==> config.mk <==
export PLATFORM = sky130hd
export DESIGN_NAME = ref_fetch_ctrl
export DESIGN_NICKNAME = d
export VERILOG_FILES = /design/src/rtl/ref_fetch_ctrl.sv
export SDC_FILE = /design/constraint.sdc
export NUM_CORES = 1
export LEC_CHECK = 0
export BUFFER_PORTS_ARGS = -buffer_cell sky130_fd_sc_hd__clkbuf_2
export CAP_MARGIN = 10
export CORE_UTILIZATION = 25
export DETAILED_ROUTE_END_ITERATION = 12
export PLACE_DENSITY = 0.4
export SYNTH_ARGS = -nofsm -noshare
export SYNTH_HDL_FRONTEND = slang
export SYNTH_SLANG_ARGS = --single-unit
==> constraint.sdc <==
create_clock -name clk -period 10.03 [get_ports clk]
set_clock_uncertainty 0.2 [all_clocks]
set_input_delay 2.006 -clock clk [delete_from_list [all_inputs] [get_ports clk]]
set_output_delay 2.006 -clock clk [all_outputs]
set_load 0.02 [all_outputs]
==> src/rtl/ref_fetch_ctrl.sv <==
module ref_fetch_ctrl #(
  parameter int ADDR_W = 24,
  parameter int CRD_W  = 12,
  parameter int SR_W   = 6,
  parameter int LIM_W  = 12,
  parameter int BUS_W  = 32,
  parameter int PIX_W  = 8,
  parameter int MB_PIX = 16
) (
  input  logic              clk,
  input  logic              rst_n,
  input  logic              cmd_valid,
  input  logic [SR_W-1:0]   cmd_sr,
  input  logic [CRD_W-1:0]  cmd_x,
  input  logic [CRD_W-1:0]  cmd_y,
  input  logic [CRD_W-1:0]  cfg_width,
  input  logic [CRD_W-1:0]  cfg_height,
  input  logic [ADDR_W-1:0] cfg_base,
  input  logic [LIM_W-1:0]  cfg_ack_limit,
  output logic              mem_req,
  input  logic              mem_ack,
  output logic              mem_addr_valid,
  output logic [ADDR_W-1:0] mem_addr,
  input  logic              mem_grant,
  input  logic              mem_finish,
  output logic              row_ready,
  output logic              fetch_done,
  output logic              fetch_err,
  output logic              busy
);
  localparam int PPW   = BUS_W / PIX_W;
  localparam int WSH   = $clog2(PPW);
  localparam int EXT_W = CRD_W + 1;

  typedef enum logic [1:0] {S_IDLE, S_REQ, S_ADDR, S_WAIT} state_t;
  state_t st_q;

  logic              pnd_v;
  logic [SR_W-1:0]   pnd_sr;
  logic [CRD_W-1:0]  pnd_x, pnd_y;

  logic [CRD_W-1:0]  col_q, col_first_q, col_last_q;
  logic [CRD_W-1:0]  row_q, row_last_q;
  logic [ADDR_W-1:0] row_base_q, stride_q;
  logic [LIM_W-1:0]  tmr_q;
  logic              rdy_q, done_q, err_q;

  function automatic logic [EXT_W-1:0] win_lo(input logic [CRD_W-1:0] c,
                                              input logic [SR_W-1:0] r);
    logic [EXT_W-1:0] ce, re;
    ce = {1'b0, c};
    re = EXT_W'(r);
    return (ce >= re) ? ce - re : '0;
  endfunction

  function automatic logic [EXT_W-1:0] win_hi(input logic [CRD_W-1:0] c,
                                              input logic [SR_W-1:0] r,
                                              input logic [CRD_W-1:0] size);
    logic [EXT_W-1:0] raw, lim;
    raw = {1'b0, c} + EXT_W'(r) + EXT_W'(MB_PIX - 1);
    lim = {1'b0, size} - EXT_W'(1);
    return (raw > lim) ? lim : raw;
  endfunction

  logic [EXT_W-1:0] lo_x, hi_x, lo_y, hi_y;
  logic [CRD_W-1:0] width_w;
  assign lo_x    = win_lo(pnd_x, pnd_sr);
  assign hi_x    = win_hi(pnd_x, pnd_sr, cfg_width);
  assign lo_y    = win_lo(pnd_y, pnd_sr);
  assign hi_y    = win_hi(pnd_y, pnd_sr, cfg_height);
  assign width_w = cfg_width >> WSH;

  wire start   = (st_q == S_IDLE) && pnd_v;
  wire row_end = (col_q == col_last_q);

  always_ff @(posedge clk or negedge rst_n) begin
    if (!rst_n) begin
      pnd_v  <= 1'b0;
      pnd_sr <= '0;
      pnd_x  <= '0;
      pnd_y  <= '0;
    end else if (cmd_valid) begin
      pnd_v  <= 1'b1;
      pnd_sr <= cmd_sr;
      pnd_x  <= cmd_x;
      pnd_y  <= cmd_y;
    end else if (start) begin
      pnd_v  <= 1'b0;
    end
  end

  always_ff @(posedge clk or negedge rst_n) begin
    if (!rst_n) begin
      st_q        <= S_IDLE;
      col_q       <= '0;
      col_first_q <= '0;
      col_last_q  <= '0;
      row_q       <= '0;
      row_last_q  <= '0;
      row_base_q  <= '0;
      stride_q    <= '0;
      tmr_q       <= '0;
      rdy_q       <= 1'b0;
      done_q      <= 1'b0;
      err_q       <= 1'b0;
    end else begin
      rdy_q  <= 1'b0;
      done_q <= 1'b0;
      case (st_q)
        S_IDLE: if (pnd_v) begin
          col_q       <= CRD_W'(lo_x >> WSH);
          col_first_q <= CRD_W'(lo_x >> WSH);
          col_last_q  <= CRD_W'(hi_x >> WSH);
          row_q       <= CRD_W'(lo_y);
          row_last_q  <= CRD_W'(hi_y);
          row_base_q  <= cfg_base + ADDR_W'(lo_y) * ADDR_W'(width_w);
          stride_q    <= ADDR_W'(width_w);
          tmr_q       <= LIM_W'(1);
          err_q       <= 1'b0;
          st_q        <= S_REQ;
        end
        S_REQ: begin
          if (mem_ack) begin
            st_q <= S_ADDR;
          end else if (tmr_q >= cfg_ack_limit) begin
            err_q <= 1'b1;
            st_q  <= S_IDLE;
          end else begin
            tmr_q <= tmr_q + LIM_W'(1);
          end
        end
        S_ADDR: if (mem_grant) begin
          if (row_end) begin
            col_q      <= col_first_q;
            row_base_q <= row_base_q + stride_q;
            rdy_q      <= 1'b1;
            if (row_q == row_last_q) st_q <= S_WAIT;
            else                     row_q <= row_q + CRD_W'(1);
          end else begin
            col_q <= col_q + CRD_W'(1);
          end
        end
        S_WAIT: if (mem_finish) begin
          st_q   <= S_IDLE;
          done_q <= 1'b1;
        end
        default: st_q <= S_IDLE;
      endcase
    end
  end

  assign mem_req        = (st_q == S_REQ);
  assign mem_addr_valid = (st_q == S_ADDR);
  assign mem_addr       = row_base_q + ADDR_W'(col_q);
  assign row_ready      = rdy_q;
  assign fetch_done     = done_q;
  assign fetch_err      = err_q;
  assign busy           = (st_q != S_IDLE) || pnd_v;
endmodule

==> out/qor.yml <==
status: "completed"
final-seq-area_sq_mm: 0.00350
min_period_ns: 8.19
critical-path-top-delay-family: "adder cells"
wirelength_um: 53300
cts.sinks: 140
grt_overflow_total: 0
final_util_pct: 28.5
cp_max_fo: 11
seq_area_frac_synth_pct: 22.1
synth_edf_count: 0
fillers: 6815
core_sq_mm: 0.0630
syn_avg_cell_area_sq_um: 8.32
dr_total_vias: 13400
use_met3_pct: 2.01
tns_ns: 0
multi_input_area_sq_mm: 0.0111
drive_gt1_share_pct: 10.6
tightest_slew_ns: 1.20
maxCapViolCount: 0
cpPeakStageDelay_ns: 0.75
async_flop_share_pct: 100
h-tree-depth: 4
wire_per_inst_um: 18.8
numCtsBuffers: 17
ant_nets: 0
yosysWarnings: 0
ys.flop_type: "dfrtp_1"
cts_tree: "built"
r2r_cells: 25
first_pass_iters: 5
ctsHoldBuffers: 0
synthCells: 1910
r2r_start: "pnd_sr[1]"
finalMaxSlewViolations: 0
die_area_sq_mm: 0.0646
floorplan.rows: 92
grt_pass1_vias: 13700
grt_antenna_before_repair: 0
grt_busiest_layer: "met2"
finalCritPeriodShare_pct: 81.7
vias_per_cell: 4.72
drtIter0Drc: 796
synth_area_leaders: "dfrtp_1 22%, fa_1 14%, ha_1 13%, nand2_1 5.9%, inv_1 5.6%"
cts_buffer_depth: 2
grt_max_degree: 77
cpMaxStageDelayCell: "a2111oi_0"
met2_usage_pct: 27.2
cpMostUsedCell: "fa_1"
setup_viol: 0
worstPathArrival_ns: 8.35
netlist.top_cell.by_area: "dfrtp_1"
nNetsFinal: 2352
io_buffers: 125
hold_class: "reg2reg"
clk_pin_slew_ns: 0.07
initial_core_util_pct: 25.2
relSlewSlack_pct: 19.7
synth_nets: 2280
rr_endpoint: "row_base_q[14]"
grt_setup_unrepaired: "false"
crit_path_start_kind: "flip-flop"
setup.worst_path.end_class: "flip-flop"
worstPathRequired_ns: 10.19
final_hold_viol_count: 0
fmax_mhz: 122
root_buffer: "clkbuf_16"
crit_cells: 25
netlist.area_leader.share_pct: 22.1
critical_path.startpoint: "pnd_sr[1]"
ys_seq_elements: 140
grt_pass1_wl_um: 82400
synth_common_cells: "250 x nand2_1, 236 x inv_1, 161 x ha_1"
syn_area_sq_mm: 0.0159
cp_num_buf_inv: 4
place_hpwl_um: 41200
cts_resized: 0
grt_use_total_pct: 17.0
die_h_um: 254
use_met1_pct: 24.1
place_congestion: 0.828
postCtsSetupRepairBufs: 0
ys_types: 76
drc: 0
insertion_delay_ns: 0.46
rrSetupSlack_ns: 1.84
io_pins: 126
cp-endpoint: "row_base_q[14]"
die_w_um: 254
critPathKind: "reg2reg"
area_growth_pct: 13.0
yosysMostFrequentCell: "nand2_1"
per-layer routing:
metal / share of wire, % / vias to the layer above
met5: 0 / -
met4: 1.7 / 0
met3: 3.4 / 44
met2: 46 / 248
met1: 49 / 6560
li1: - / 6555
worst register-to-register path: stages, from the launching register on:
cell,delay [ns]
dfrtp_1,0.35
inv_1,0.19
ha_1,0.31
o21bai_2,0.16
a21oi_2,0.11
o41ai_4,0.35
and3b_1,0.35
or4_1,0.50
nand2_1,0.52
nand2_1,0.18
fa_1,0.56
inv_1,0.05
fa_1,0.46
fa_1,0.52
fa_1,0.54
inv_1,0.05
fa_1,0.53
inv_1,0.05
ha_1,0.44
nand2_1,0.10
a2111oi_0,0.75
o31ai_1,0.20
nor2b_1,0.18
xnor2_1,0.14
nor2_1,0.06
a311oi_1,0.27
area by class of cell:
class                           count  share of cell area, %
Clock buffer                       18                   2.45
Inverter                          240                   5.02
Multi-Input combinational cell   1444                   62.0
Tap cell                          846                   5.89
Sequential cell                   140                   19.5
Antenna cell                        1                 0.0139
Clock inverter                     14                   1.02
Timing Repair Buffer              139                   4.10
per-stage QoR:
step | hold slack, ns | worst slack, ns | instance area, sq um | std cells
global route | 0.294 | 1.38 | 18000 | 2841
global placement | 0.258 | 1.94 | 17300 | 2809
floorplan | 0.246 | 2.72 | 15900 | 1910
finish | 0.284 | 1.84 | 18000 | 2842
detailed placement | 0.266 | 1.83 | 17300 | 2809
CTS | 0.285 | 1.81 | 18000 | 2841
logic make-up after synthesis:
family	after synthesis	synth area share (%)
XOR/XNOR	116	6.39
AO/OA/AOI/OAI	348	14.2
multiplexers	28	1.93
AND/OR/NAND/NOR	677	20.5
buffers and inverters	326	7.91
adder cells (fa/ha/maj)	275	27.0
flip-flops	140	22.1
registers in the layout, indices dropped and copies added (netlist names), 11 cells and up, named ones only:
| name | cells |
|---|---|
| row_q | 12 |
| row_base_q | 24 |
| col_last_q | 11 |
| col_q | 12 |
| tmr_q | 12 |
| pnd_x | 12 |
| pnd_y | 12 |
| col_first_q | 11 |
| row_last_q | 12 |
how the worst min path moves through the flow:
stage / end / slack, ns / cells past startpoint / from
after detailed placement: col_first_q[9] / 0.27 / 1 / col_first_q[9]
after floorplan: col_first_q[0] / 0.25 / 2 / col_first_q[0]
final: col_first_q[9] / 0.28 / 1 / col_first_q[9]
after global placement: col_first_q[0] / 0.26 / 2 / col_first_q[0]
after global routing: col_first_q[9] / 0.29 / 1 / col_first_q[9]
after CTS: col_first_q[9] / 0.28 / 1 / col_first_q[9]
cell usage in the layout (no fill, tap or decap), types with 19 or more instances in the layout:
cell type / synthesis / routed
nor3_1: 43 / 42
nor2b_1: 19 / 19
dfrtp_1: 140 / 140
a21o_1: 27 / 27
nor2_1: 99 / 99
xor2_1: 51 / 51
mux2_2: 21 / 21
nand3_1: 80 / 80
ha_1: 161 / 161
clkbuf_2: 0 / 124
o21ai_0: 89 / 89
or3_1: 30 / 29
xnor2_1: 65 / 65
fa_1: 113 / 113
and3_1: 33 / 33
inv_1: 236 / 236
a21oi_1: 83 / 83
nand2_1: 250 / 250
and2_1: 53 / 53
o21a_1: 33 / 33
Power is not shown: default switching activity piles up to over one toggle a cycle in this logic, so the estimate is an artifact.
